$ cat src/rtl/ddrchk_bank.sv
module ddrchk_bank #(
  parameter int CNT_W = 8,
  parameter int T_RCD = 14,
  parameter int T_RC  = 50,
  parameter int T_RAS = 36,
  parameter int T_RTP = 8,
  parameter int T_RP  = 14
) (
  input  logic clk,
  input  logic rst,
  input  logic act_i,
  input  logic rd_i,
  input  logic wr_i,
  input  logic pre_i,
  input  logic ap_i,
  output logic open_o,
  output logic rcd_busy_o,
  output logic rc_busy_o,
  output logic ras_busy_o,
  output logic rtp_busy_o,
  output logic rp_busy_o
);
  localparam logic [CNT_W-1:0] L_RCD = CNT_W'(T_RCD - 1);
  localparam logic [CNT_W-1:0] L_RC  = CNT_W'(T_RC - 1);
  localparam logic [CNT_W-1:0] L_RAS = CNT_W'(T_RAS - 1);
  localparam logic [CNT_W-1:0] L_RP  = CNT_W'(T_RP - 1);
  localparam logic [CNT_W-1:0] W_RTP = CNT_W'(T_RTP);
  localparam logic [CNT_W-1:0] L_RTP = CNT_W'(T_RTP - 1);

  logic             open_q;
  logic [CNT_W-1:0] rcd_q, rc_q, ras_q, rtp_q, rp_q;

  function automatic logic [CNT_W-1:0] dec(input logic [CNT_W-1:0] x);
    return (x == '0) ? '0 : x - 1'b1;
  endfunction

  // ras_q holds the cycles still needed before a precharge is legal
  always_ff @(posedge clk) begin
    if (rst) begin
      open_q <= 1'b0;
      rcd_q  <= '0;
      rc_q   <= '0;
      ras_q  <= '0;
      rtp_q  <= '0;
      rp_q   <= '0;
    end else begin
      rcd_q <= dec(rcd_q);
      rc_q  <= dec(rc_q);
      ras_q <= dec(ras_q);
      rtp_q <= dec(rtp_q);
      rp_q  <= dec(rp_q);
      if (act_i) begin
        open_q <= 1'b1;
        rcd_q  <= L_RCD;
        rc_q   <= L_RC;
        ras_q  <= L_RAS;
      end
      if (rd_i) begin
        rtp_q <= L_RTP;
        if (ap_i) begin
          open_q <= 1'b0;
          rp_q   <= ((ras_q > W_RTP) ? ras_q : W_RTP) + L_RP;
        end
      end
      if (wr_i && ap_i) begin
        open_q <= 1'b0;
        rp_q   <= ras_q + L_RP;
      end
      if (pre_i && open_q) begin
        open_q <= 1'b0;
        rp_q   <= L_RP;
      end
    end
  end

  assign open_o     = open_q;
  assign rcd_busy_o = (rcd_q != '0);
  assign rc_busy_o  = (rc_q != '0);
  assign ras_busy_o = (ras_q != '0);
  assign rtp_busy_o = (rtp_q != '0);
  assign rp_busy_o  = (rp_q != '0);
endmodule

$ cat config.mk
export PLATFORM = sky130hd
export DESIGN_NAME = ddrchk_bank
export DESIGN_NICKNAME = d
export VERILOG_FILES = /design/src/rtl/ddrchk_bank.sv
export SDC_FILE = /design/constraint.sdc
export NUM_CORES = 1
export LEC_CHECK = 0
export BUFFER_PORTS_ARGS = -buffer_cell sky130_fd_sc_hd__buf_2
export CAP_MARGIN = 40
export CELL_PAD_IN_SITES_DETAIL_PLACEMENT = 0
export CELL_PAD_IN_SITES_GLOBAL_PLACEMENT = 2
export CORE_MARGIN = 5
export CORE_UTILIZATION = 25
export DETAILED_ROUTE_END_ITERATION = 8
export GPL_TIMING_DRIVEN = 0
export PLACE_DENSITY_LB_ADDON = 0.1
export SYNTH_ARGS = -nofsm -noshare
export SYNTH_HDL_FRONTEND = slang
export SYNTH_SLANG_ARGS = --single-unit
$ cat constraint.sdc
create_clock -name clk -period 2.35 [get_ports clk]
set_clock_uncertainty 0.15 [all_clocks]
set_input_delay 0.235 -clock clk [delete_from_list [all_inputs] [get_ports clk]]
set_output_delay 0.235 -clock clk [all_outputs]
set_load 0.02 [all_outputs]
---- Yosys cells after proc, flatten, opt, wreduce, memory -nomap -nowiden ----
Index checks and enable logic that the tools add are counted.
operators by class
  order comparisons ....................... 1
  reductions and logical operators ........ 18
  muxes and demuxes ....................... 17
  add/subtract/negate cells ............... 7
operators with widths
  kind                   number
  $logic_not A8 Y1       5
  $mux W8                5
  $reduce_bool A8 Y1     5
  $sub A8 B1 Y8 const B  5
  $mux W6                4
  $add A8 B4 Y8 const B  2
  $reduce_or A3 Y1       5
  $mux W4                3
  $gt A8 B4 Y1 const B   1
  $mux W3                2
  $mux W1                3
  $logic_and A1 B1 Y1    2
  $reduce_or A2 Y1       1
word-level totals
  word-level logic and storage cells ...... 54
  input port bits ......................... 7
  register bits ........................... 41

---- Longest topological paths before layout ----
  depth in word-level cells ............... 7
  mapped depth ............................ 10
  depth with buffers taken out ............ 10

---- Least setup slack after synthesis ----
OpenSTA, ideal clock, no wires.
  path type ............................... reg2reg
  start ................................... register ras_q[7]
  end ..................................... register rp_q[6]
  arrival ................................. 2.059 ns
  required time ........................... 2.140 ns
  setup time .............................. 0.060 ns
  stages on the path, launching flop included .. 9
  period minus slack after synthesis ...... 2.269 ns
  slack ................................... 0.081 ns
  cells stage by stage .................... dfxtp_1 > or4_1 > a21oi_1 > nor2_1 > ha_1 > o311ai_0 > o221ai_1 > o21ai_0 > o311a_1
between the ends
  longest elaborated chain between the ends .. 6
RTL lines
  element                 line  RTL
  from (decl)             31    logic [CNT_W-1:0] rcd_q, rc_q, ras_q, rtp_q, rp_q;
  from (signal assigned)  49    ras_q <= dec(ras_q);
  $gt A8 B4 Y1            62    rp_q <= ((ras_q > W_RTP) ? ras_q : W_RTP) + L_RP;
  $mux W8                 62
  $add A8 B4 Y8           62
  $mux W8                 60    if (ap_i) begin
  $mux W8                 58    if (rd_i) begin
  $mux W8                 65    if (wr_i && ap_i) begin
  to (signal assigned)    51    rp_q <= dec(rp_q);
  to (signal assigned)    62
  to (signal assigned)    67    rp_q <= ras_q + L_RP;
  to (decl)               31
Every way passes these cells.
A chain may end at the register's enable or synchronous reset.

---- Worst setup path after layout ----
  start ................................... register rtp_q[2]
  end ..................................... output port rtp_busy_o
between the ends
  longest elaborated chain between the ends .. 1
RTL lines
  element                 line  RTL
  from (decl)             31
  from (signal assigned)  50    rtp_q <= dec(rtp_q);
  $reduce_bool A8 Y1      80    assign rtp_busy_o = (rtp_q != '0);
  to (decl)               20    output logic rtp_busy_o,
Every way passes these cells.

==> impl_results.md <==
- Initial antenna violation count: 0
- Fmax: 439 MHz
- Root buf cell: clkbuf_8
- Combinational power share: 28.9%
- Sequential Power Share: 41.3%
- Largest net degree at the start of global routing: 14
- Critical path startpoint category: flop
- Final Cycle Share: 96.9%
- Slew @ Worst Pin: 0.587 ns
- Final WL: 5.57 mm
- Post-route cell area: 2640 um2
- NetSw: 676 uW
- Sequential cell area fraction in the yosys report: 36.9%
- Sw frac: 32.9%
- Ant diodes: 0
- Gr usage total: 10.6%
- # clock sinks: 41
- Die area: 10,900 um2
- Synthesized instance count: 270
- CP max FO: 3
- VDD IR max: 274 uV
- GPL Wtd Cong: 0.703
- Top-count cell post-synth: nor2_1
- Status: complete, no violations
- Vias in the first global route: 1,836
- CP endpoint kind: output port
- Avg Cell Area, Syn: 8.24 um2
- Leakage power: 0.00101 uW
- Worst Hold Class: in2reg
- Main flop type after synthesis: dfxtp_1
- Row cnt: 34
- DP Area: 2410 um2
- Clock latency on the worst-skew pair: 0.30 ns
- Drt first pass iters: 4
- Number of nets in the layout: 308
- First-pass GRT wire length: 9.52 mm
- Crit path time final: 2.28 ns
- Drt via density: 4.81
- Clock power share: 29.8%
- Asr flop ratio synth: 0%
- Max_slew headroom: 60.3%
- H-tree depth: 2
- Dpl hpwl: 4.11 mm
- Die width: 104 um
- Netlist cell types: 46
- Starting Density: 25.5%
- Mapped Area: 2230 um2
- Wire length per cell: 14.0 um
- Final Hold Viols: 0
- DR iter-0 viols: 73
- Residual DRC: 0
- DR vias: 1,918
- CTS clk-pin slew, worst paths: 0.09 ns
- Share of cells above drive strength 1: 16.2%
- Final worst slack: 0.0730 ns
- Top post-synthesis cells by area: dfxtp_1, nor2_1, ha_1
- Arr. time, crit path: 1.89 ns
- Share of the synthesized area in the top cell type: 36.9%
- Post-synth EDFFs: 0
- Endpoints failing setup: 0
- TritonCTS clock tree: done
- Layout area overhead: 18.4%
- Num CTS Buffers: 5
- Synth cell count leaders: nor2_1, dfxtp_1, a21oi_1
- Die height: 104 um
- Internal power: 1380 uW
- Syn Nets: 288
- Cell accounting for the most synthesized area: dfxtp_1
- I/O pins: 13
- Post-route ant nets: 0
- Setup WS pre-CTS: -0.274 ns
- Synth warnings: 0
- GR Overflow Total: 0
- Worst Path Required: 1.97 ns
- Setup CP Type: reg2out
- Max-cap violations: 0
- Synthesized flop and latch total: 41
- Core area: 8720 um2
- CTS max path bufs: 2
- Pwr dens: 781 nW/um2
- Final Util: 30.2%
- Slew Limit Fails: 0
- Port Buffers: 8
- RSZ-0062 raised after global routing: yes
-- critical path, cell delays in order, from the launching register on --
cell     delay (ns)
dfxtp_2        0.33
or4_4          0.54
or4b_4         0.58
buf_6          0.15
-- metrics by stage --
stage | setup TNS [ns] | hold slack, ns | std cells | total power, uW
CTS | 0 | 0.172 | 395 | 2060
global route | -0.0581 | 0.196 | 399 | 2210
floorplan | 0 | 0.309 | 270 | 1280
detailed placement | -0.336 | 0.351 | 387 | 1420
global placement | -0.862 | 0.351 | 386 | 1430
finish | 0 | 0.189 | 399 | 2060
-- repair_timing --
action | in CTS | in global routing
setup endpoints to repair | 4 | 4
pin swaps | 0 | 4
endpoints found under the hold margin | 0 | 0
setup buffers | 1 | 4
gates resized for setup | 11 | 16
hold buffers | 0 | 0
-- flip-flops by register name, indices dropped and copies added, names as in the netlist --
name,cells
open_o,1
ras_q,8
rc_q,8
rcd_q,8
rp_q,8
rtp_q,8
-- layout make-up --
type | count | area (um2)
buffer | 9 | 38.8
clock buffer | 6 | 82.6
clock inverter | 2 | 37.5
fill | 953 | 6090
inverter | 14 | 52.6
multi-input combinational | 205 | 1360
sequential | 41 | 836
tap | 108 | 135
timing repair buffer | 14 | 88.8
-- cell families after synthesis --
family | after synthesis | share of synthesized area [%]
fa+ha+maj | 11 | 6.18
compound gates | 64 | 18.8
mux | 1 | 0.450
xor+xnor | 25 | 9.84
simple gates | 104 | 23.5
buf+inv | 24 | 4.38
flops | 41 | 36.9
-- power groups by stage --
stage | Clock [uW] | Combinational (uW) | Sequential, uW
global placement | 0 | 566 | 862
floorplan | 0 | 440 | 841
global route | 667 | 674 | 866
CTS | 634 | 575 | 848
finish | 614 | 594 | 850
detailed placement | 0 | 562 | 861
-- path summary, 6_finish.rpt --
path | slack [ns] | cells past startpoint | startpoint | end
worst max-delay path | 0.07 | 3 | rtp_q[2]$_SDFF_PP0_ | rtp_busy_o
worst min-delay path | 0.19 | 3 | pre_i | rp_q[3]$_SDFF_PP0_
worst max register to register | 0.09 | 8 | ras_q[7]$_SDFF_PP0_ | rp_q[4]$_SDFF_PP0_
worst min register to register | 0.38 | 2 | rcd_q[7]$_SDFF_PP0_ | rcd_q[7]$_SDFF_PP0_
-- cell usage in the layout (no fill, tap or decap), types with 7 or more instances in the layout --
| master | n |
|---|---|
| xnor2_1 | 14 |
| clkbuf_1 | 7 |
| a21oi_1 | 18 |
| nand2_1 | 18 |
| nor2_1 | 44 |
| o21ai_0 | 12 |
| inv_1 | 13 |
| buf_2 | 8 |
| dfxtp_1 | 35 |
| nor3_1 | 8 |
| ha_1 | 10 |
| xor2_1 | 11 |
-- layer usage --
| layer | up-vias | global-route usage (%) | part of all wire (%) | wire, um |
|---|---|---|---|---|
| met5 | - | 0 | 0 | 0 |
| met4 | 0 | 3.05 | 1.1 | 61 |
| met3 | 5 | 2.36 | 2.1 | 115 |
| met2 | 15 | 16.9 | 48 | 2650 |
| met1 | 904 | 14.1 | 49 | 2750 |
| li1 | 994 | - | - | - |
Power figures use the tool's default switching activity.
